--- src/rtl/lsu_pkg.sv ---
package lsu_pkg;

    typedef enum logic [1:0] {
        SZ_BYTE = 2'd0,
        SZ_HALF = 2'd1,
        SZ_WORD = 2'd2
    } acc_size_e;

    typedef enum logic [1:0] {
        ST_IDLE = 2'd0,
        ST_BUS  = 2'd1,
        ST_RESP = 2'd2
    } lsu_state_e;

    typedef struct packed {
        logic      valid;
        logic      is_load;
        logic      sign_ext;
        acc_size_e size;
    } mem_op_t;

    // instruction field positions (fixed by the instruction encoding)
    localparam int INSTR_W    = 32;
    localparam int OPC_BASE_W = 5;   // opcode bits below the I/O-twin bit
    localparam int IMM_LSB    = 6;

endpackage

--- src/rtl/lsu_decode.sv ---
module lsu_decode
    import lsu_pkg::*;
(
    input  logic [OPC_BASE_W-1:0] opcode_i,
    output mem_op_t               op_o
);

    // bit 5 of the opcode never reaches this decoder, so twins decode alike
    always_comb begin
        op_o = '0;
        case (opcode_i)
            5'h03: begin op_o.valid = 1'b1; op_o.is_load = 1'b1; op_o.size = SZ_BYTE; end
            5'h07: begin op_o.valid = 1'b1; op_o.is_load = 1'b1; op_o.sign_ext = 1'b1;
                         op_o.size = SZ_BYTE; end
            5'h0B: begin op_o.valid = 1'b1; op_o.is_load = 1'b1; op_o.size = SZ_HALF; end
            5'h0F: begin op_o.valid = 1'b1; op_o.is_load = 1'b1; op_o.sign_ext = 1'b1;
                         op_o.size = SZ_HALF; end
            5'h17: begin op_o.valid = 1'b1; op_o.is_load = 1'b1; op_o.size = SZ_WORD; end
            5'h05: begin op_o.valid = 1'b1; op_o.size = SZ_BYTE; end
            5'h0D: begin op_o.valid = 1'b1; op_o.size = SZ_HALF; end
            5'h15: begin op_o.valid = 1'b1; op_o.size = SZ_WORD; end
            default: op_o = '0;
        endcase
    end

endmodule

--- src/rtl/lsu_store_lanes.sv ---
module lsu_store_lanes
    import lsu_pkg::*;
#(
    parameter  int DATA_W    = 32,
    localparam int NUM_LANES = DATA_W / 8,
    localparam int LANE_W    = $clog2(NUM_LANES)
) (
    input  acc_size_e             size_i,
    input  logic [LANE_W-1:0]     offset_i,
    input  logic [DATA_W-1:0]     data_i,
    output logic [NUM_LANES-1:0]  be_o,
    output logic [DATA_W-1:0]     lanes_o
);

    always_comb begin
        case (size_i)
            SZ_BYTE: be_o = NUM_LANES'(1) << offset_i;
            SZ_HALF: be_o = NUM_LANES'(3) << {offset_i[LANE_W-1:1], 1'b0};
            default: be_o = '1;
        endcase
    end

    // each lane carries the byte of the source that lands in it
    for (genvar k = 0; k < NUM_LANES; k++) begin : g_lane
        assign lanes_o[8*k +: 8] =
            (size_i == SZ_BYTE) ? data_i[7:0] :
            (size_i == SZ_HALF) ? data_i[8*(k%2) +: 8] :
                                  data_i[8*k +: 8];
    end

endmodule

--- src/rtl/lsu_load_extract.sv ---
module lsu_load_extract
    import lsu_pkg::*;
#(
    parameter  int DATA_W = 32,
    localparam int LANE_W = $clog2(DATA_W / 8)
) (
    input  acc_size_e          size_i,
    input  logic               sign_ext_i,
    input  logic [LANE_W-1:0]  offset_i,
    input  logic [DATA_W-1:0]  raw_i,
    output logic [DATA_W-1:0]  value_o
);

    logic [LANE_W-1:0] lane;
    logic [LANE_W+2:0] shamt;
    logic [DATA_W-1:0] shifted;

    always_comb begin
        case (size_i)
            SZ_BYTE: lane = offset_i;
            SZ_HALF: lane = {offset_i[LANE_W-1:1], 1'b0};
            default: lane = '0;
        endcase
        shamt   = {lane, 3'b000};
        shifted = raw_i >> shamt;
        case (size_i)
            SZ_BYTE: value_o = {{(DATA_W-8){sign_ext_i & shifted[7]}}, shifted[7:0]};
            SZ_HALF: value_o = {{(DATA_W-16){sign_ext_i & shifted[15]}}, shifted[15:0]};
            default: value_o = shifted;
        endcase
    end

endmodule

--- src/rtl/lsu_lane_unit.sv ---
module lsu_lane_unit
    import lsu_pkg::*;
#(
    parameter  int ADDR_W    = 32,
    parameter  int DATA_W    = 32,
    parameter  int IMM_W     = 16,
    parameter  int IDX_W     = 5,
    localparam int NUM_LANES = DATA_W / 8,
    localparam int LANE_W    = $clog2(NUM_LANES),
    localparam int IDX_LSB   = IMM_LSB + IMM_W
) (
    input  logic                  clk,
    input  logic                  rst_n,
    input  logic                  start_i,
    input  logic [INSTR_W-1:0]    instr_i,
    input  logic [DATA_W-1:0]     base_i,
    input  logic [DATA_W-1:0]     store_i,
    output logic [ADDR_W-1:0]     bus_addr_o,
    output logic [NUM_LANES-1:0]  bus_be_o,
    output logic [DATA_W-1:0]     bus_wdata_o,
    output logic                  bus_rd_o,
    output logic                  bus_wr_o,
    input  logic                  bus_ready_i,
    input  logic [DATA_W-1:0]     bus_rdata_i,
    output logic                  done_o,
    output logic                  wr_en_o,
    output logic [IDX_W-1:0]      wr_idx_o,
    output logic [DATA_W-1:0]     wr_data_o
);

    typedef struct packed {
        lsu_state_e             state;
        logic [ADDR_W-1:0]      addr;
        logic [NUM_LANES-1:0]   be;
        logic [DATA_W-1:0]      wdata;
        logic                   is_load;
        logic                   sign_ext;
        acc_size_e              size;
        logic [IDX_W-1:0]       idx;
        logic [DATA_W-1:0]      result;
    } lsu_regs_t;

    lsu_regs_t r_d, r_q;

    // ---------------- instruction fields ----------------
    mem_op_t             dec_op;
    logic [IMM_W-1:0]    imm;
    logic [ADDR_W-1:0]   imm_sext;
    logic [ADDR_W-1:0]   eff_addr;
    logic                unused_fields;

    assign imm           = instr_i[IMM_LSB +: IMM_W];
    assign imm_sext      = {{(ADDR_W-IMM_W){imm[IMM_W-1]}}, imm};
    assign eff_addr      = ADDR_W'(base_i) + imm_sext;
    assign unused_fields = ^{instr_i[INSTR_W-1:IDX_LSB+IDX_W], instr_i[OPC_BASE_W]};

    lsu_decode u_dec (
        .opcode_i (instr_i[OPC_BASE_W-1:0]),
        .op_o     (dec_op)
    );

    // ---------------- lane steering ----------------
    logic [NUM_LANES-1:0] be_c;
    logic [DATA_W-1:0]    wdata_c;
    logic [DATA_W-1:0]    load_val;

    lsu_store_lanes #(.DATA_W(DATA_W)) u_st (
        .size_i   (dec_op.size),
        .offset_i (eff_addr[LANE_W-1:0]),
        .data_i   (store_i),
        .be_o     (be_c),
        .lanes_o  (wdata_c)
    );

    lsu_load_extract #(.DATA_W(DATA_W)) u_ld (
        .size_i     (r_q.size),
        .sign_ext_i (r_q.sign_ext),
        .offset_i   (r_q.addr[LANE_W-1:0]),
        .raw_i      (bus_rdata_i),
        .value_o    (load_val)
    );

    // ---------------- next-state ----------------
    always_comb begin
        r_d = r_q;
        case (r_q.state)
            ST_IDLE: begin
                if (start_i && dec_op.valid) begin
                    r_d.state    = ST_BUS;
                    r_d.addr     = eff_addr;
                    r_d.be       = be_c;
                    r_d.wdata    = wdata_c;
                    r_d.is_load  = dec_op.is_load;
                    r_d.sign_ext = dec_op.sign_ext;
                    r_d.size     = dec_op.size;
                    r_d.idx      = instr_i[IDX_LSB +: IDX_W];
                end
            end
            ST_BUS: begin
                if (bus_ready_i) begin
                    r_d.state  = ST_RESP;
                    r_d.result = r_q.is_load ? load_val : '0;
                end
            end
            ST_RESP: r_d.state = ST_IDLE;
            default: r_d.state = ST_IDLE;
        endcase
    end

    always_ff @(posedge clk or negedge rst_n) begin
        if (!rst_n) r_q <= '0;
        else        r_q <= r_d;
    end

    // ---------------- outputs ----------------
    assign bus_addr_o  = r_q.addr;
    assign bus_be_o    = r_q.be;
    assign bus_wdata_o = r_q.wdata;
    assign bus_rd_o    = (r_q.state == ST_BUS) &&  r_q.is_load;
    assign bus_wr_o    = (r_q.state == ST_BUS) && !r_q.is_load;
    assign done_o      = (r_q.state == ST_RESP);
    assign wr_en_o     = done_o && r_q.is_load && (r_q.idx != '0);
    assign wr_idx_o    = r_q.idx;
    assign wr_data_o   = r_q.result;

    // ---------------- assertions ----------------
    logic bus_req;
    assign bus_req = bus_rd_o | bus_wr_o;

    a_r6_hold_request: assert property (@(posedge clk) disable iff (!rst_n)
        (bus_req && !bus_ready_i) |=> (bus_req && $stable(bus_addr_o) &&
                                       $stable(bus_be_o) && $stable(bus_wdata_o)));

    a_r7_done_after_ready: assert property (@(posedge clk) disable iff (!rst_n)
        (bus_req && bus_ready_i) |=> (done_o && !bus_req));

    a_r7_done_single: assert property (@(posedge clk) disable iff (!rst_n)
        done_o |=> !done_o);

    a_r8_no_zero_write: assert property (@(posedge clk) disable iff (!rst_n)
        wr_en_o |-> (done_o && wr_idx_o != '0));

    a_r2_lane_count: assert property (@(posedge clk) disable iff (!rst_n)
        bus_req |-> ($countones(bus_be_o) == 1 || $countones(bus_be_o) == 2 ||
                     $countones(bus_be_o) == NUM_LANES));

    a_r9_foreign_start: assert property (@(posedge clk) disable iff (!rst_n)
        (!bus_req && !done_o && start_i && !dec_op.valid) |=> !bus_req);

endmodule

--- config.mk ---
export PLATFORM = sky130hd
export DESIGN_NAME = lsu_lane_unit
export DESIGN_NICKNAME = d
export VERILOG_FILES = /design/src/rtl/lsu_pkg.sv /design/src/rtl/lsu_decode.sv /design/src/rtl/lsu_store_lanes.sv /design/src/rtl/lsu_load_extract.sv /design/src/rtl/lsu_lane_unit.sv
export SDC_FILE = /design/constraint.sdc
export NUM_CORES = 1
export LEC_CHECK = 0
export ABC_AREA = 1
export BUFFER_PORTS_ARGS = -buffer_cell sky130_fd_sc_hd__clkbuf_2
export CAP_MARGIN = 40
export CORE_UTILIZATION = 59
export DETAILED_ROUTE_END_ITERATION = 10
export PLACE_DENSITY_LB_ADDON = 0.3
export SETUP_SLACK_MARGIN = 0.02
export SKIP_LAST_GASP = 1
export SLEW_MARGIN = 20
export SYNTH_ARGS = -nofsm -noshare
export SYNTH_HDL_FRONTEND = slang
export SYNTH_HIERARCHICAL = 1
export SYNTH_SLANG_ARGS = --single-unit
export TNS_END_PERCENT = 20
--- constraint.sdc ---
create_clock -name clk -period 3.74 [get_ports clk]
set_input_delay 0.187 -clock clk [delete_from_list [all_inputs] [get_ports clk]]
set_output_delay 0.187 -clock clk [all_outputs]
set_load 0.02 [all_outputs]
# Word-level counts from Yosys, hierarchy flattened
# Index checks and enable logic that the tools add are counted.
[word_totals]
out_inout_bits = 109
reg_bits = 111
wordCells = 63
[classes]
shifts = 3
add_sub_neg = 1
mux = 16
n_eq_ne = 14
reduce_logical = 18
n_bitwise = 2
[op_table]
columns = ["cell", "n"]
rows = [
  ["2-to-1 mux 79 bit", 1],
  ["case mux 32 bit (2 select lines)", 1],
  ["2-to-1 mux 8 bit", 5],
  ["adder 32 bit", 1],
  ["2-to-1 mux 32 bit", 1],
  ["right shift 32 x 5 -> 32 bit", 1],
  ["equality test 5 x 4 -> 1 bit, second input constant", 3],
  ["case mux 2 bit (2 select lines)", 3],
  ["equality test 5 x 3 -> 1 bit, second input constant", 2],
  ["equality test 5 bit, second input constant", 2],
  ["case mux 4 bit (2 select lines)", 1],
  ["OR reduction 8 bit", 1],
  ["equality test 2 x 1 -> 1 bit, second input constant", 3],
  ["zero test 2 bit", 3],
  ["AND reduction 2 bit", 3],
  ["equality test 5 x 2 -> 1 bit, second input constant", 1],
  ["logical AND 1 bit", 5],
  ["nonzero test 5 bit", 1],
  ["OR reduction 5 bit", 1],
  ["inequality test 2 bit, second input constant", 2],
  ["OR reduction 2 bit", 2],
  ["<< shifter 1 x 2 -> 4 bit, first input constant", 1],
  ["<< shifter 2 x 2 -> 4 bit, first input constant", 1],
  ["2-to-1 mux 1 bit", 3],
  ["5 further kinds", 6],
]

# Longest topological paths before layout
# Gate-level depths: netlist (run 1).
[logic_depth]
word_depth = 8
ltp_mapped = 13

# Cells and area by module
# Netlist (run 1), hierarchy kept.
[by_module_without_submodules]
columns = ["mod", "instances", "area_each_um2", "cells_each"]
rows = [
  ["lsu_lane_unit", 1, 7469.7, 1062],
  ["lsu_load_extract", 1, 939.7, 163],
  ["lsu_store_lanes", 1, 559.3, 98],
  ["lsu_decode", 1, 82.6, 18],
]

# Worst setup path before layout (run 1)
# Ideal clock, no wire load.
[synth_path]
kind = "input to register"
start = "in instr_i[6]"
end = "reg r_q (netlist bit bus_addr_o[28])"
t_required_ns = 3.623
path_buffers = 0
path_slack_ns = 2.132
setup_ns = 0.117
arrival_ns = 1.491
stages = 10
cell_sequence = "ha_1 -> fa_1 -> nand3_1 -> nand3_1 -> nand3_1 -> nand3_2 -> nand2_1 -> nand3_1 -> nand3_1 -> nand2_1"
[synth_between]
elab_chain_cells = 1
[synth_lines]
columns = ["element", "line_no", "text"]
rows = [
  ["start, declared", "lsu_lane_unit.sv:15", "input logic [INSTR_W-1:0] instr_i,"],
  ["adder 32 bit", "lsu_lane_unit.sv:54", "assign eff_addr = ADDR_W'(base_i) + imm_sext;"],
  ["end signal, assigned", "lsu_lane_unit.sv:112", "else r_q <= r_d;"],
  ["end, declared", "lsu_lane_unit.sv:43", "lsu_regs_t r_d, r_q;"],
]
# Every way passes these cells.
# A chain may end at the register's enable or synchronous reset.

# Worst setup path in the final report (run 1)
[layout_path]
start = "reg r_q[109] in the netlist's numbering"
end = "out bus_rd_o"
[layout_between]
elab_chain_cells = 2
[layout_lines]
columns = ["element", "line_no", "text"]
rows = [
  ["equality test 2 x 1 -> 1 bit", "lsu_lane_unit.sv:119", "assign bus_rd_o = (r_q.state == ST_BUS) && r_q.is_load;"],
  ["logical AND 1 bit", "lsu_lane_unit.sv:119", ""],
  ["end, declared", "lsu_lane_unit.sv:21", "output logic bus_rd_o,"],
]
# Every way passes these cells.

==> results of run 1 <==
[sequential cells by signal (all words and copies together), names as in the netlist]
name         cells
wr_data_o       32
r_q              6
bus_wdata_o     32
wr_idx_o         5
bus_addr_o      32
bus_be_o         4
[cell families after synthesis]
group                      after synthesis
DFF                                    111
xor gates and xnor gates                15
buffers and inverters                  302
adders and majority gates               32
AOI/OAI and AO/OA                      111
muxes                                    3
and+or+nand+nor                        767
[cells in the final DEF (no fill, tap or decap), types with 3 or more instances in the layout]
cell type,instances
nand2_1,540
clkbuf_2,233
inv_1,133
dfrtp_1,111
nand3_1,87
o21ai_0,51
nor2_1,50
nand3_2,37
ha_1,31
o21ai_1,27
a21oi_1,21
xnor2_1,15
nand2_2,14
clkbuf_16,9
or2_1,8
inv_2,6
nor2_2,5
buf_4,5
nand4_1,4
o21bai_1,3
nand2_4,3
nand3b_1,3
nor2_4,3
clkinv_2,3
mux2i_1,3
[through the flow]
step	cells	cell area (sq um)	worst slack, ns
6_report	1627	9802	1.345
5_1_grt	1627	9802	1.222
3_5_place_dp	1609	9468	1.696
2_1_floorplan	1341	9051	2.132
3_3_place_gp	1604	9365	1.197
4_1_cts	1626	9774	1.347
[power groups by stage]
stage	sequential [W]	clock, W	combinational (W)
3_5_place_dp	0.00172	0	0.00195
2_1_floorplan	0.00166	0	0.00178
6_report	0.00170	0.000971	0.00196
3_3_place_gp	0.00171	0	0.00191
4_1_cts	0.00170	0.000993	0.00196
5_1_grt	0.00174	0.00103	0.00217
[final cells by class]
| cell class | instances | area, sq um |
|---|---|---|
| clock buffers | 9 | 225.2 |
| well taps | 184 | 230.2 |
| flip-flops and latches | 111 | 2778 |
| repair buffers | 245 | 1339 |
| clock inverters | 7 | 71.32 |
| fillers | 1368 | 4952 |
| inverters | 143 | 541.8 |
| multi-input cells | 928 | 4617 |
[critical path: stages, from the launching register on]
cell and delay (ns):
dfrtp_1 0.37, inv_2 0.06, nor2_1 0.08, inv_1 0.23, buf_16 0.25, nor2_4 0.57, clkbuf_2 0.30
[worst paths after layout]
path	start	endpoint	cells past startpoint
max	r_q[109]	bus_rd_o	6
min	instr_i[24]	wr_idx_o[2]	3
max reg2reg	r_q[38]	wr_data_o[25]	8
min reg2reg	bus_be_o[3]	bus_be_o[3]	2
max in group asynchronous	rst_n	wr_data_o[26]	4
min in group asynchronous	rst_n	bus_addr_o[13]	2
[metal layers]
layer / wire, microns / track usage [%]
met1: 10070 / 38.80
met2: 10410 / 48.59
met3: 1123 / 2.719
met4: 659 / 11.27
met5: 0 / 0
[what timing repair did]
item / in CTS / in global routing
endpoints found under the hold margin: 59 / 0
resized for setup: 0 / 0
hold buffers: 1 / 0
==> impl_metrics.env, run 1 <==
export IMPL_setup_violations=0
export IMPL_dieArea_sq_um=15840
export IMPL_drt_wl_total_microns=22270
export IMPL_synthMuxAreaShare_pct=0.3318
export IMPL_cp_end_kind="output port"
export IMPL_postSynthCellCount=1341
export IMPL_cts_tree="yes"
export IMPL_coreArea_sq_um=14750
export IMPL_fmax_ghz=0.4175
export IMPL_syn_to_final_growth_pct=8.294
export IMPL_grt_pass1_wl_microns=36800
export IMPL_fp_dieW_microns=125.9
export IMPL_holdWs_ns=0.03417
export IMPL_antenna_left=0
export IMPL_hp_class="in2reg"
export IMPL_synth_async_sr_flop_share_pct=100.0
export IMPL_hold_violations=0
export IMPL_grt_overflow=0
export IMPL_grt_max_degree=62
export IMPL_ys_ff_latch=111
export IMPL_crit_required_ns=3.55
export IMPL_finalClockSkew_ns=0.008960
export IMPL_num_io_pins=241
export IMPL_portBuffers=234
export IMPL_drc_errors=0
export IMPL_rows=44
export IMPL_vias=8385
export IMPL_synth_compound_gate_area_share_pct=6.469
export IMPL_cts_buffers_inserted=9
export IMPL_yosys_cell_types_count=46
export IMPL_fp_dieH_microns=125.9
export IMPL_tns_ns=0
export IMPL_yosys_area_share_simple_pct=38.10
export IMPL_cp_arrival_ns=2.21
export IMPL_synthAdderAreaFrac_pct=4.506
export IMPL_antennaDiodeCount=0
export IMPL_outcome="finished clean"
export IMPL_routed_via_density=5.154
export IMPL_synth_top_area_share_pct=30.69
export IMPL_synth_top_family_by_area="simple AND/OR/NAND/NOR gates"
export IMPL_drtPass1Iterations=5
export IMPL_synth_most_common_cell="nand2_1"
export IMPL_synth_edf_count=0
export IMPL_synth_top_area_cell="dfrtp_1"
export IMPL_cts_sinks=111
export IMPL_cp_start_kind="flop"
export IMPL_synthTopCellsByArea="dfrtp_1 31%, nand2_1 22%, buf_4 9.5%"
export IMPL_grt_setup_unrepaired="false"
export IMPL_ys_warnings_count=6
export IMPL_synthXorXnorAreaFrac_pct=1.451
export IMPL_switching_share_pct=42.01
export IMPL_tightest_slew_ns=0.7360
export IMPL_cap_violations=0
export IMPL_post_cts_buffers=0
export IMPL_final_layout_size_suffix_gt1_share_pct=23.56
export IMPL_r2r_slack_ns=1.65
export IMPL_grt_antenna_before_repair=0
export IMPL_combPwrFrac_pct=42.4
export IMPL_initial_core_util_pct=61.35
export IMPL_synth_ff_type="dfrtp_1"
export IMPL_path_max_fanout=33
export IMPL_syn_area_sq_um=9051
export IMPL_slew_headroom_pct=50.81
export IMPL_grt_usage_pct=28.95
export IMPL_gp_congestion=0.9423
export IMPL_synth_seq_area_share_pct=30.69
export IMPL_synth_nets=1505
export IMPL_crit_type="reg2out"
export IMPL_drtIter0Drc=631
export IMPL_cts_buffer_depth=2
export IMPL_synth_common_cells="540 x nand2_1, 134 x inv_1, 115 x buf_4"
export IMPL_fin_crit_sh_pct=64.05
export IMPL_power_internal_w=0.002686
export IMPL_slew_viol_final=0
export IMPL_irDropWorstVdd_v=0.0002686
export IMPL_pwr_share_clk_pct=21.0
export IMPL_fin_nets=1602
export IMPL_place_hpwl_microns=17240
export IMPL_finalPower_w=0.004632
export IMPL_switching_power_w=0.001946
export IMPL_avgSynthCellArea_sq_um=6.750
export IMPL_wl_per_cell_microns=13.69
export IMPL_cts_root_buffer_cell="clkbuf_16"
export IMPL_path_clk_slew_ns=0.07
export IMPL_power_density_nw_per_um2=472.6
export IMPL_cts_max_level=3
export IMPL_insertion_delay_ns=0.35
export IMPL_min_period_ns=2.395
export IMPL_grt_pass1_vias=7662
export IMPL_p_leak_nw=6.034
export IMPL_p_seq_share_pct=36.7
export IMPL_fin_util_pct=66.43
No activity file was read; power rests on OpenSTA's default activity.
==> run 2, diff against run 1 <==
Settings changed: ABC_AREA 1 to 0, CORE_UTILIZATION 59 to 53.
Clock period 3.74 ns to 2.5 ns, I/O delays scaled along.
==> run 2 against run 1 <==
  * The run now ends with DRC left
  * Non-clock buffer count up 16
  * Setup slack got worse by 0.97 ns
  * Wire length down 9.5%
  * Clock power up 56%
  * First-iteration DRC count is 23% lower
  * Die area shrank 0.42%
  * Largest cell class unchanged
  * Highest routed layer unchanged
==> impl_metrics.env, run 2 <==
export IMPL_outcome="finished with violations"
export IMPL_failed_checks="DRC"
export IMPL_yosys_cell_types_count=77
export IMPL_finalClockSkew_ns=0.007682
export IMPL_portBuffers=234
export IMPL_fmax_ghz=0.4713
export IMPL_path_clk_slew_ns=0.08
export IMPL_avgSynthCellArea_sq_um=8.381
export IMPL_max_stage_delay_ns=0.67
export IMPL_grt_usage_pct=25.88
export IMPL_coreArea_sq_um=14700
export IMPL_rows=44
export IMPL_dpl_cell_area_sq_um=8577
export IMPL_postSynthCellCount=966
export IMPL_crit_end="wr_data_o[8]"
export IMPL_hp_class="in2reg"
export IMPL_r2r_slack_ns=0.38
export IMPL_mostFrequentLayoutCells="285 x nand2_1, 233 x clkbuf_2, 111 x dfrtp_1"
export IMPL_routed_via_density=5.534
export IMPL_tns_ns=0
export IMPL_switching_power_w=0.002629
export IMPL_setup_slack_ns=0.3784
export IMPL_gp_congestion=0.9016
export IMPL_grt_max_degree=55
export IMPL_worst_path_stages=6
export IMPL_cp_arrival_ns=2.40
export IMPL_initial_core_util_pct=55.08
export IMPL_antennaDiodeCount=0
export IMPL_place_hpwl_microns=15240
export IMPL_ys_warnings_count=6
export IMPL_drt_wl_total_microns=20150
export IMPL_p_seq_share_pct=37.9
export IMPL_grt_overflow=0
export IMPL_path_delay_family="compound AO/OA/AOI/OAI gates"
export IMPL_syn_to_final_growth_pct=10.66
export IMPL_ys_ff_latch=111
export IMPL_cts_buffers_inserted=9
export IMPL_drc_errors=17
export IMPL_cp_start_kind="flop"
export IMPL_pre_cts_ws_ns=0.06929
export IMPL_insertion_delay_ns=0.36
export IMPL_num_fill_cells=1331
export IMPL_synth_common_cells="285 x nand2_1, 118 x buf_4, 111 x dfrtp_1"
export IMPL_synth_top_area_cell="dfrtp_1"
export IMPL_antenna_left=0
export IMPL_switching_share_pct=39.79
export IMPL_fp_dieW_microns=125.6
export IMPL_crit_type="reg2reg"
export IMPL_path_buf_inv=0
export IMPL_holdWs_ns=0.02084
export IMPL_crit_path_top_delay_cell="dfrtp_1"
export IMPL_vias=7017
export IMPL_worst_r2r_startpoint="bus_addr_o[1]"
export IMPL_synth_edf_count=0
export IMPL_power_density_nw_per_um2=737.5
export IMPL_drtPass1Iterations=9
export IMPL_grt_setup_unrepaired="false"
export IMPL_cp_startpoint="bus_addr_o[1]"
export IMPL_rr_worst_depth=6
export IMPL_p_leak_nw=4.636
export IMPL_final_layout_size_suffix_gt1_share_pct=29.70
export IMPL_cts_buffer_depth=2
export IMPL_path_max_fanout=15
export IMPL_wl_per_cell_microns=15.89
export IMPL_finalPower_w=0.006608
export IMPL_fin_crit_sh_pct=84.87
export IMPL_syn_area_sq_um=8097
export IMPL_grt_pass1_vias=6442
export IMPL_power_internal_w=0.003978
export IMPL_synth_async_sr_flop_share_pct=100.0
export IMPL_synthTopCellsByArea="dfrtp_1 34%, nand2_1 13%, buf_4 11%"
export IMPL_cts_max_level=3
export IMPL_grt_antenna_before_repair=0
export IMPL_min_period_ns=2.122
export IMPL_hold_violations=0
export IMPL_setup_violations=0
export IMPL_drtIter0Drc=489
export IMPL_cts_sinks=111
export IMPL_grt_pass1_wl_microns=32510
export IMPL_post_cts_buffers=0
export IMPL_synth_most_common_cell="nand2_1"
export IMPL_synth_seq_area_share_pct=34.31
export IMPL_cts_tree="yes"
export IMPL_slew_headroom_pct=53.85
export IMPL_mostFrequentLayoutCell="nand2_1"
export IMPL_synth_top_area_share_pct=34.31
export IMPL_dieArea_sq_um=15770
export IMPL_r2r_end="wr_data_o[8]"
export IMPL_fin_nets=1243
export IMPL_num_io_pins=241
export IMPL_slew_viol_final=0
export IMPL_cap_violations=0
export IMPL_fin_area_sq_um=8960
export IMPL_crit_required_ns=2.78
export IMPL_cp_end_kind="flop"
export IMPL_pwr_share_clk_pct=22.9
export IMPL_irDropWorstVdd_v=0.0003868
export IMPL_synth_nets=1130
export IMPL_combPwrFrac_pct=39.2
export IMPL_cts_root_buffer_cell="clkbuf_16"
export IMPL_path_cells="nor2_1 -> a21oi_4 -> nand4_4 -> a221oi_1 -> nand2_1 -> o21ai_0"
export IMPL_tightest_slew_ns=0.6923
export IMPL_synth_ff_type="dfrtp_1"
export IMPL_fp_dieH_microns=125.6
-- run 2: cell count changes after synthesis, moves of 10 or more --
cell	before	now
and3_1	0	10
nand3_2	37	0
a21oi_1	21	46
nor2b_1	0	11
inv_1	134	14
xor2_1	0	13
mux2_2	0	17
nand2_2	14	1
o21ai_0	51	61
nand3_1	87	8
o21ai_1	27	17
buf_2	16	3
nor2_1	50	19
nand2_1	540	285
-- run 2: worst min-delay path by stage --
stage / from / endpoint / slack, ns / cells past startpoint
after floorplan: rst_n / bus_addr_o[0] / -0.17 / 0
after global placement: rst_n / wr_data_o[19] / 0.21 / 1
after detailed placement: rst_n / wr_data_o[19] / 0.21 / 1
after CTS: store_i[2] / bus_wdata_o[2] / 0.003 / 3
after global routing: store_i[5] / bus_wdata_o[5] / 0.03 / 3
final: store_i[7] / bus_wdata_o[7] / 0.02 / 3
-- run 2: timing repair --
action	CTS	global route
hold endpoints to repair	54	0
hold buffers	8	0
resized for setup	0	0
-- run 2: metrics by stage --
stage / cells / util (%)
5_1_grt: 1268 / 60.96
6_report: 1268 / 60.96
2_1_floorplan: 966 / -
3_5_place_dp: 1244 / 58.35
4_1_cts: 1268 / 60.96
3_3_place_gp: 1244 / 58.35
-- run 2: final cells by class --
type	instances	area, sq um	share of cell area (%)
clock buffer	10	229.0	2.556
clock inverter	6	73.82	0.8239
inverter	14	52.55	0.5865
multi-input combinational	682	4163	46.46
sequential	111	2778	31.00
tap	184	230.2	2.569
timing repair buffer	261	1434	16.00
-- run 2: power by group through the flow --
| stage | clock network, W | logic (W) | registers, W |
|---|---|---|---|
| after floorplan | 0 | 0.00236 | 0.00243 |
| after global placement | 0 | 0.00254 | 0.00253 |
| after detailed placement | 0 | 0.00259 | 0.00253 |
| after CTS | 0.00156 | 0.00260 | 0.00251 |
| after global routing | 0.00162 | 0.00283 | 0.00256 |
| final | 0.00151 | 0.00259 | 0.00250 |
-- run 2: cells by family (layout without fill, tap and decap cells) --
family / after synthesis / count (layout) / share of synthesized area (%)
compound gates: 208 / 208 / 16.67
xor+xnor: 27 / 27 / 2.921
fa+ha+maj: 32 / 32 / 5.038
buf+inv: 173 / 291 / 14.45
flops: 111 / 111 / 34.31
mux: 35 / 35 / 5.811
simple gates: 380 / 380 / 20.80
-- run 2: routing by layer --
metal  vias up  wire length, microns  track usage (%)
met5         -                     0                0
met4         0                   792            13.56
met3        49                  1202            2.739
met2       282                  9149            40.65
met1      3268                  9007            35.37
li1       3418                     -                -
-- run 2: worst min-delay path, stage by stage --
cell and delay (ns):
clkbuf_2 0.11, nand2_1 0.07, nand2_1 0.04
